`config.mk`:
```
export PLATFORM = sky130hd
export DESIGN_NAME = flashFrameSeq
export DESIGN_NICKNAME = d
export VERILOG_FILES = /design/src/rtl/flashSeqPkg.sv /design/src/rtl/flashSeqCtrl.sv /design/src/rtl/flashSeqData.sv /design/src/rtl/flashFrameSeq.sv
export SDC_FILE = /design/constraint.sdc
export NUM_CORES = 1
export LEC_CHECK = 0
export BUFFER_PORTS_ARGS = -buffer_cell sky130_fd_sc_hd__buf_2
export CAP_MARGIN = 20
export CORE_ASPECT_RATIO = 1.5
export CORE_UTILIZATION = 45
export DETAILED_ROUTE_END_ITERATION = 10
export PLACE_DENSITY_LB_ADDON = 0.1
export SYNTH_ARGS = -nofsm -noshare
export SYNTH_HDL_FRONTEND = slang
export SYNTH_SLANG_ARGS = --single-unit
```
`constraint.sdc`:
```
create_clock -name clk -period 5 [get_ports clk]
set_clock_uncertainty 0.15 [all_clocks]
set_input_delay 1 -clock clk [delete_from_list [all_inputs] [get_ports clk]]
set_output_delay 1 -clock clk [all_outputs]
set_load 0.005 [all_outputs]
```
`src/rtl/flashSeqPkg.sv`:
```
package flashSeqPkg;

  typedef enum logic [1:0] {
    LANE_X1  = 2'b00,
    LANE_X2  = 2'b01,
    LANE_X4  = 2'b10,
    LANE_RSV = 2'b11
  } lane_e;

  // Order of the values is the order of the phases on the bus.
  typedef enum logic [2:0] {
    PH_IDLE  = 3'd0,
    PH_INST  = 3'd1,
    PH_ADDR  = 3'd2,
    PH_OPT   = 3'd3,
    PH_DUMMY = 3'd4,
    PH_DATA  = 3'd5
  } phase_e;

  typedef struct packed {
    logic   startCmd;   // command frame accepted this cycle
    logic   startMem;   // memory read frame accepted this cycle
    logic   load;       // load the shifter for loadPhase
    phase_e loadPhase;
    logic   shift;      // end of an sck high half
    lane_e  lanes;      // lane mode of the current phase
    logic   drive;      // current phase drives the IO lines
    logic   capture;    // last edge of a read data phase
  } seqStrobe_t;

  // log2 of the lane width; the reserved code acts as single
  function automatic logic [1:0] laneShift(input lane_e l);
    case (l)
      LANE_X2: laneShift = 2'd1;
      LANE_X4: laneShift = 2'd2;
      default: laneShift = 2'd0;
    endcase
  endfunction

endpackage

```
`src/rtl/flashSeqCtrl.sv`:
```
module flashSeqCtrl
  import flashSeqPkg::*;
#(
  parameter int DUMMY_W = 4
) (
  input  logic               clk,
  input  logic               rstN,
  input  logic               cmdStart,
  input  logic               rdReq,
  input  logic               cfgMemMode,
  input  logic               cfgInstEn,
  input  logic [1:0]         cfgInstLanes,
  input  logic               cfgAddrEn,
  input  logic [1:0]         cfgAddrLanes,
  input  logic               cfgAddr32,
  input  logic               cfgOptEn,
  input  logic [DUMMY_W-1:0] cfgDummy,
  input  logic               cfgDataEn,
  input  logic               cfgDataRead,
  input  logic [1:0]         cfgDataLanes,
  input  logic               cfgContRead,
  output seqStrobe_t         strobe,
  output logic               csN,
  output logic               sck,
  output logic               busy,
  output logic               frameDone,
  output logic               rdValid
);

  localparam int CNT_W = (DUMMY_W > 6) ? DUMMY_W : 6;

  phase_e           state, nxtPhase;
  logic             sckHigh;
  logic [CNT_W-1:0] cnt;
  logic [5:1]       enLat, enStart, enCur;
  logic             rdLat, memLat, contActive;
  logic             idle, startCmd, startMem, startAny, lastEdge;
  logic [CNT_W-1:0] clkInst, clkAddr, clkOpt, clkDummy, clkData, nxtClocks;
  lane_e            instL, addrL, dataL, curLanes;

  assign instL = lane_e'(cfgInstLanes);
  assign addrL = lane_e'(cfgAddrLanes);
  assign dataL = lane_e'(cfgDataLanes);

  assign idle     = (state == PH_IDLE);
  assign startCmd = idle && cmdStart && !cfgMemMode;
  assign startMem = idle && rdReq && cfgMemMode;
  assign startAny = startCmd || startMem;
  assign lastEdge = !idle && sckHigh && (cnt == '0);

  // Phase enables for a frame being accepted now
  always_comb begin
    enStart[1] = cfgInstEn && !(startMem && contActive);
    enStart[2] = startMem ? 1'b1 : cfgAddrEn;
    enStart[3] = cfgOptEn;
    enStart[4] = (cfgDummy != '0);
    enStart[5] = startMem ? 1'b1 : cfgDataEn;
  end

  assign enCur = idle ? enStart : enLat;

  // Serial clocks per phase
  assign clkInst  = CNT_W'(6'd8 >> laneShift(instL));
  assign clkAddr  = CNT_W'((cfgAddr32 ? 6'd32 : 6'd24) >> laneShift(addrL));
  assign clkOpt   = CNT_W'(6'd8 >> laneShift(addrL));
  assign clkDummy = CNT_W'(cfgDummy);
  assign clkData  = CNT_W'(6'd32 >> laneShift(dataL));

  // First enabled phase after the current one
  always_comb begin
    nxtPhase = PH_IDLE;
    for (int i = 5; i >= 1; i--) begin
      if (enCur[i] && (i > int'(state))) nxtPhase = phase_e'(3'(i));
    end
  end

  always_comb begin
    case (nxtPhase)
      PH_INST:  nxtClocks = clkInst;
      PH_ADDR:  nxtClocks = clkAddr;
      PH_OPT:   nxtClocks = clkOpt;
      PH_DUMMY: nxtClocks = clkDummy;
      PH_DATA:  nxtClocks = clkData;
      default:  nxtClocks = '0;
    endcase
  end

  always_comb begin
    case (state)
      PH_INST:         curLanes = instL;
      PH_ADDR, PH_OPT: curLanes = addrL;
      PH_DATA:         curLanes = dataL;
      default:         curLanes = LANE_X1;
    endcase
  end

  always_ff @(posedge clk or negedge rstN) begin
    if (!rstN) begin
      state      <= PH_IDLE;
      sckHigh    <= 1'b0;
      cnt        <= '0;
      enLat      <= '0;
      rdLat      <= 1'b0;
      memLat     <= 1'b0;
      contActive <= 1'b0;
      frameDone  <= 1'b0;
      rdValid    <= 1'b0;
    end else begin
      frameDone <= 1'b0;
      rdValid   <= 1'b0;
      if (!cfgContRead || !cfgMemMode) contActive <= 1'b0;
      if (idle) begin
        if (startAny) begin
          enLat  <= enStart;
          rdLat  <= startMem ? 1'b1 : cfgDataRead;
          memLat <= startMem;
          if (nxtPhase == PH_IDLE) begin
            frameDone <= 1'b1;
          end else begin
            state   <= nxtPhase;
            cnt     <= nxtClocks - CNT_W'(1);
            sckHigh <= 1'b0;
          end
        end
      end else if (!sckHigh) begin
        sckHigh <= 1'b1;
      end else begin
        sckHigh <= 1'b0;
        if (cnt == '0) begin
          if (nxtPhase == PH_IDLE) begin
            state     <= PH_IDLE;
            frameDone <= 1'b1;
            rdValid   <= memLat;
            if (memLat && cfgContRead && cfgMemMode) contActive <= 1'b1;
          end else begin
            state <= nxtPhase;
            cnt   <= nxtClocks - CNT_W'(1);
          end
        end else begin
          cnt <= cnt - CNT_W'(1);
        end
      end
    end
  end

  always_comb begin
    strobe.startCmd  = startCmd;
    strobe.startMem  = startMem;
    strobe.load      = (nxtPhase != PH_IDLE) && ((idle && startAny) || lastEdge);
    strobe.loadPhase = nxtPhase;
    strobe.shift     = !idle && sckHigh;
    strobe.lanes     = curLanes;
    strobe.drive     = (state == PH_INST) || (state == PH_ADDR) || (state == PH_OPT) ||
                       ((state == PH_DATA) && !rdLat);
    strobe.capture   = lastEdge && (state == PH_DATA) && rdLat;
  end

  assign csN  = idle;
  assign sck  = sckHigh;
  assign busy = !idle;

  assert_valid_pulse_R8: assert property (@(posedge clk) disable iff (!rstN)
    rdValid |=> !rdValid)
    else $error("rdValid longer than one cycle");

  assert_sck_half_R11: assert property (@(posedge clk) disable iff (!rstN)
    sckHigh |=> !sckHigh)
    else $error("sck high for more than one cycle");

  assert_cmd_ignored_mem_R9: assert property (@(posedge clk) disable iff (!rstN)
    (idle && cfgMemMode && cmdStart && !rdReq) |=> (state == PH_IDLE))
    else $error("command accepted in memory mode");

endmodule

```
`src/rtl/flashSeqData.sv`:
```
module flashSeqData
  import flashSeqPkg::*;
#(
  parameter int WIN_AW = 24
) (
  input  logic              clk,
  input  logic              rstN,
  input  seqStrobe_t        strobe,
  input  logic [7:0]        cfgOpcode,
  input  logic [7:0]        cfgOptByte,
  input  logic              cfgAddr32,
  input  logic [31:0]       cmdAddr,
  input  logic [31:0]       cmdWrData,
  input  logic [WIN_AW-1:0] rdAddr,
  input  logic [3:0]        ioIn,
  output logic [3:0]        ioOut,
  output logic [3:0]        ioOe,
  output logic [31:0]       rdData
);

  localparam int IO_W = 4;
  localparam int SH_W = 32;

  logic [SH_W-1:0] addrLat, wrLat, addrSrc, wrSrc, loadVal;
  logic [SH_W-1:0] outShift, outNext, inShift, inNext, rdReg;
  logic [1:0]      wsh;
  logic [2:0]      laneWidth;

  assign addrSrc = strobe.startMem ? SH_W'(rdAddr) :
                   strobe.startCmd ? cmdAddr : addrLat;
  assign wrSrc   = strobe.startCmd ? cmdWrData : wrLat;

  always_comb begin
    case (strobe.loadPhase)
      PH_INST: loadVal = {cfgOpcode, 24'h0};
      PH_ADDR: loadVal = cfgAddr32 ? addrSrc : {addrSrc[23:0], 8'h00};
      PH_OPT:  loadVal = {cfgOptByte, 24'h0};
      PH_DATA: loadVal = wrSrc;
      default: loadVal = '0;
    endcase
  end

  assign wsh       = laneShift(strobe.lanes);
  assign laneWidth = 3'd1 << wsh;

  always_comb begin
    case (wsh)
      2'd1:    begin outNext = outShift << 2; inNext = {inShift[SH_W-3:0], ioIn[1:0]}; end
      2'd2:    begin outNext = outShift << 4; inNext = {inShift[SH_W-5:0], ioIn}; end
      default: begin outNext = outShift << 1; inNext = {inShift[SH_W-2:0], ioIn[1]}; end
    endcase
  end

  always_ff @(posedge clk or negedge rstN) begin
    if (!rstN) begin
      addrLat  <= '0;
      wrLat    <= '0;
      outShift <= '0;
      inShift  <= '0;
      rdReg    <= '0;
    end else begin
      if (strobe.startCmd || strobe.startMem) begin
        addrLat <= addrSrc;
        wrLat   <= wrSrc;
      end
      if (strobe.load)       outShift <= loadVal;
      else if (strobe.shift) outShift <= outNext;
      if (strobe.shift)   inShift <= inNext;
      if (strobe.capture) rdReg   <= inNext;
    end
  end

  // Lane g carries shifter bit (SH_W - width + g) when it is in use
  for (genvar g = 0; g < IO_W; g++) begin : gLane
    logic       used;
    logic [5:0] bitIdx;
    assign used     = (3'(g) < laneWidth);
    assign bitIdx   = 6'(SH_W) - 6'(laneWidth) + 6'(g);
    assign ioOe[g]  = strobe.drive && used;
    assign ioOut[g] = used && outShift[bitIdx[4:0]];
  end

  assign rdData = rdReg;

  assert_oe_pattern_R7: assert property (@(posedge clk) disable iff (!rstN)
    (ioOe == 4'b0000) || (ioOe == 4'b0001) || (ioOe == 4'b0011) || (ioOe == 4'b1111))
    else $error("illegal output enable pattern");

  assert_read_no_drive_R6: assert property (@(posedge clk) disable iff (!rstN)
    strobe.capture |-> (ioOe == 4'b0000))
    else $error("IO driven during read data");

endmodule

```
`src/rtl/flashFrameSeq.sv`:
```
module flashFrameSeq
  import flashSeqPkg::*;
#(
  parameter int WIN_AW  = 24,
  parameter int DUMMY_W = 4
) (
  input  logic               clk,
  input  logic               rstN,
  input  logic               cfgMemMode,
  input  logic [7:0]         cfgOpcode,
  input  logic               cfgInstEn,
  input  logic [1:0]         cfgInstLanes,
  input  logic               cfgAddrEn,
  input  logic [1:0]         cfgAddrLanes,
  input  logic               cfgAddr32,
  input  logic               cfgOptEn,
  input  logic [7:0]         cfgOptByte,
  input  logic [DUMMY_W-1:0] cfgDummy,
  input  logic               cfgDataEn,
  input  logic               cfgDataRead,
  input  logic [1:0]         cfgDataLanes,
  input  logic               cfgContRead,
  input  logic               cmdStart,
  input  logic [31:0]        cmdAddr,
  input  logic [31:0]        cmdWrData,
  input  logic               rdReq,
  input  logic [WIN_AW-1:0]  rdAddr,
  output logic [31:0]        rdData,
  output logic               rdValid,
  output logic               frameDone,
  output logic               busy,
  output logic               csN,
  output logic               sck,
  output logic [3:0]         ioOut,
  output logic [3:0]         ioOe,
  input  logic [3:0]         ioIn
);

  seqStrobe_t strobe;

  flashSeqCtrl #(.DUMMY_W(DUMMY_W)) i_ctrl (
    .clk          (clk),
    .rstN         (rstN),
    .cmdStart     (cmdStart),
    .rdReq        (rdReq),
    .cfgMemMode   (cfgMemMode),
    .cfgInstEn    (cfgInstEn),
    .cfgInstLanes (cfgInstLanes),
    .cfgAddrEn    (cfgAddrEn),
    .cfgAddrLanes (cfgAddrLanes),
    .cfgAddr32    (cfgAddr32),
    .cfgOptEn     (cfgOptEn),
    .cfgDummy     (cfgDummy),
    .cfgDataEn    (cfgDataEn),
    .cfgDataRead  (cfgDataRead),
    .cfgDataLanes (cfgDataLanes),
    .cfgContRead  (cfgContRead),
    .strobe       (strobe),
    .csN          (csN),
    .sck          (sck),
    .busy         (busy),
    .frameDone    (frameDone),
    .rdValid      (rdValid)
  );

  flashSeqData #(.WIN_AW(WIN_AW)) i_data (
    .clk        (clk),
    .rstN       (rstN),
    .strobe     (strobe),
    .cfgOpcode  (cfgOpcode),
    .cfgOptByte (cfgOptByte),
    .cfgAddr32  (cfgAddr32),
    .cmdAddr    (cmdAddr),
    .cmdWrData  (cmdWrData),
    .rdAddr     (rdAddr),
    .ioIn       (ioIn),
    .ioOut      (ioOut),
    .ioOe       (ioOe),
    .rdData     (rdData)
  );

  assert_idle_clock_low_R13: assert property (@(posedge clk) disable iff (!rstN)
    csN |-> !sck)
    else $error("sck high while deselected");

  assert_no_drive_idle_R1: assert property (@(posedge clk) disable iff (!rstN)
    csN |-> (ioOe == 4'b0000))
    else $error("IO driven while deselected");

endmodule

```
==> run_results.csv <==
group,metric,value,unit
logic_synthesis,synth_area_leaders,"dfrtp_1 (46%), nand2_1 (10%), o21ai_0 (5.1%)",
grt,globalRouteOverflowTotal,0,
logic_synthesis,syn_nets,1271,
power_and_ir_drop,leakage,5.16,nW
timing,setup_violations,0,
die,dieArea,22100,sq um
timing,timing.fmax,0.244,GHz
logic_synthesis,synth_commonest_cells,"nand2_1 (263), dfrtp_1 (178), o21ai_0 (99)",
logic_synthesis,yosysTopAreaCell,"dfrtp_1",
critical_path,cp_common_cell,"buf_2",
layout,fillers,2000,
clock_tree,clock_latency,0.43,ns
die,io_pins,175,
routing,drcViolationCount,0,
clock_tree,cts_resized,0,
critical_path,path_max_fanout,36,
layout,multi_input_area,4740,sq um
timing,finalMaxSlewViolations,0,
timing,tns,0,ns
power_and_ir_drop,finalPower,7.32,mW
logic_synthesis,yosysSeqAreaShare,46.0,%
run_status,status,"finished clean",
grt,grt_max_degree,98,
layout,syn2layout_area_growth,17.0,%
logic_synthesis,ys_ff_latch,178,
logic_synthesis,avgSynthCellArea,8.56,sq um
logic_synthesis,synth_edf_count,0,
die,die_h,182,microns
logic_synthesis,yosysWarningCount,0,
critical_path,path_cells,"buf_2, mux2i_1, o21ai_0, ha_4, mux4_2, and2_1, buf_2",
routing,ant_nets,0,
logic_synthesis,async_flop_share,100,%
critical_path,crit_required,3.85,ns
clock_tree,cts_buffer_depth,2,
grt,grt_pass1_vias,8650,
logic_synthesis,synthFlopType,"dfrtp_1",
routing,drt-pass1-iter-count,5,
layout,diodes,0,
critical_path,cp.arrival,2.95,ns
routing,avgViaCountPerCell,5.89,
logic_synthesis,synth.cell_area,9680,sq um
logic_synthesis,syn_inst,1131,
clock_tree,cts_tree,"built",
layout,regArea,4450,sq um
min_path,hp-class,"flop to flop",
layout,nets,1389,
logic_synthesis,yosysMostFrequentCell,"nand2_1",
routing,drt_iter0_markers,661,
timing,hold_violations,0,
die,core.rowCount,65,
layout,utilization,53.8,%
clock_tree,numCtsBuffers,17,
critical_path,worst_path_max_delay_cell,"mux4_2",
grt,grt_util_all_layers,25.8,%
die,core-area,21100,sq um
power_and_ir_drop,p_per_area,646,nW/um^2
timing,worst_slew_pin_slew,1.09,ns
die,die_width,122,microns
grt,grt_pass1_wl,44.4,mm
placed_design,dpl_cell_area,10700,sq um
clock_tree,clk_pin_slew,0.07,ns
power_and_ir_drop,vdd_ir_drop_max,365,uV
clock_tree,post-cts-setup-buffer-count,0,
clock_tree,clock_sinks,178,
die,start_util,46.0,%
logic_synthesis,synth_top_cell_area_share,46.0,%
clock_tree,cts_root_buf,"clkbuf_16",
logic_synthesis,synthDistinctLibCells,67,
timing,max_slew_margin,27.0,%
critical_path,startpoint_type,"input port",
critical_path,path_class,"input port to output port",
timing,rsz0062_at_grt,"false",
routing,vias,9011,
placed_design,portBuffers,174,
routing,wl_per_cell,18.2,microns
layout,final_area,11300,sq um
routing,drt-total-wl,27.8,mm
critical_path,slowest_delay,0.53,ns
run,cap_viol_max_count,0,
timing,fin_crit,4.10,ns
layout,drive_gt1_share,19.9,%
placed_design,dp_hpwl,19.8,mm
timing,finalCritPeriodShare,81.9,%
clock_tree,htreeDepth,4,
critical_path,ff2ff_path_depth,9,
clock_tree,ctsHoldBuffers,0,
critical_path,end_kind,"output port",
grt,antenna_found_initial,0,
placed_design,gp_congestion,0.904,
min_path,holdPathStages,2,
-- layout by cell type, fill, tap and decap left out, drive strengths merged, types with 9 or more instances in the layout --
master / synthesis / layout
nor2: 85 / 85
ha: 10 / 10
a221oi: 42 / 42
buf: 25 / 194
a32oi: 13 / 13
clkbuf: 70 / 17
and3: 20 / 20
o21ai: 103 / 103
dfrtp: 178 / 178
nand2: 263 / 263
a22oi: 65 / 65
o221ai: 11 / 11
inv: 30 / 36
a32o: 9 / 9
a21oi: 73 / 73
o21a: 13 / 13
-- flip-flops by register name (all words and copies together), names as in the netlist --
signal	count
i_data.addrLat	32
i_data.outShift	32
i_data.rdData	32
i_data.wrLat	32
i_data.inShift	31
i_ctrl.cnt	6
i_ctrl.enLat	4
i_ctrl.state	3
i_ctrl.contActive	1
i_ctrl.frameDone	1
i_ctrl.memLat	1
i_ctrl.rdLat	1
i_ctrl.rdValid	1
i_ctrl.sck	1
-- power breakdown --
| part | total, mW | leakage (nW) | switching, mW | internal, mW |
|---|---|---|---|---|
| Sequential | 2.38 | 2.13 | 0.409 | 1.97 |
| Clock | 1.48 | 0.308 | 0.622 | 0.856 |
| Combinational | 3.46 | 2.72 | 2.22 | 1.25 |
| Total | 7.32 | 5.16 | 3.25 | 4.07 |
-- kinds of logic after synthesis --
logic type / Yosys count / synth area share, %
xor gates and xnor gates: 3 / 0.271
DFF: 178 / 46.0
buffers and inverters: 127 / 5.44
muxes: 10 / 1.43
AOI/OAI and AO/OA: 391 / 27.7
and+or+nand+nor: 412 / 17.9
adders and majority gates: 10 / 1.29
-- final timing paths --
kind / slack (ns) / startpoint / to
setup / recovery: 0.90 / cfgInstLanes[1] / ioOut[3]
hold / removal: 0.32 / i_data.wrLat[7]$_DFFE_PN0N_ / i_data.wrLat[7]$_DFFE_PN0N_
setup reg to reg: 0.91 / i_ctrl.state[2]$_DFFE_PN0P_ / i_data.outShift[31]$_DFFE_PN0P_
hold reg to reg: 0.32 / i_data.wrLat[7]$_DFFE_PN0N_ / i_data.wrLat[7]$_DFFE_PN0N_
max in group asynchronous: 3.15 / rstN / i_data.outShift[10]$_DFFE_PN0P_
min in group asynchronous: 0.52 / rstN / i_data.wrLat[1]$_DFFE_PN0N_
-- worst max-delay path: cells and delay by family --
family	cells	cell delay [ns]
AO/OA/AOI/OAI	1	0.50
adder cells (fa/ha/maj)	1	0.43
buffers and inverters	2	0.24
multiplexers	2	0.61
AND/OR/NAND/NOR	1	0.16
-- cell type report --
| type | count | area share [%] |
|---|---|---|
| inverter | 32 | 1.07 |
| tap | 268 | 2.96 |
| clock buffer | 17 | 3.76 |
| sequential | 178 | 39.3 |
| multi-input combinational | 826 | 41.8 |
| timing repair buffer | 194 | 9.07 |
| clock inverter | 15 | 1.97 |
-- per-stage QoR --
stage                     setup slack (ns)  cells  hold WS [ns]
final                                0.903   1530         0.322
after global routing                 0.491   1530         0.335
after CTS                            0.901   1529         0.326
after detailed placement             0.902   1497         0.309
after global placement               0.923   1497         0.303
after floorplan                       1.16   1131         0.288
-- routing by layer --
metal | GRT usage, % | share of wire [%] | wire length (microns) | vias up
li1 | - | - | - | 4305
met1 | 32.9 | 43 | 12000 | 4332
met2 | 43.1 | 49 | 13500 | 318
met3 | 4.24 | 5.6 | 1570 | 56
met4 | 10.5 | 2.8 | 792 | 0
met5 | 0 | 0 | 0 | -
Power figures use the tool's default switching activity.
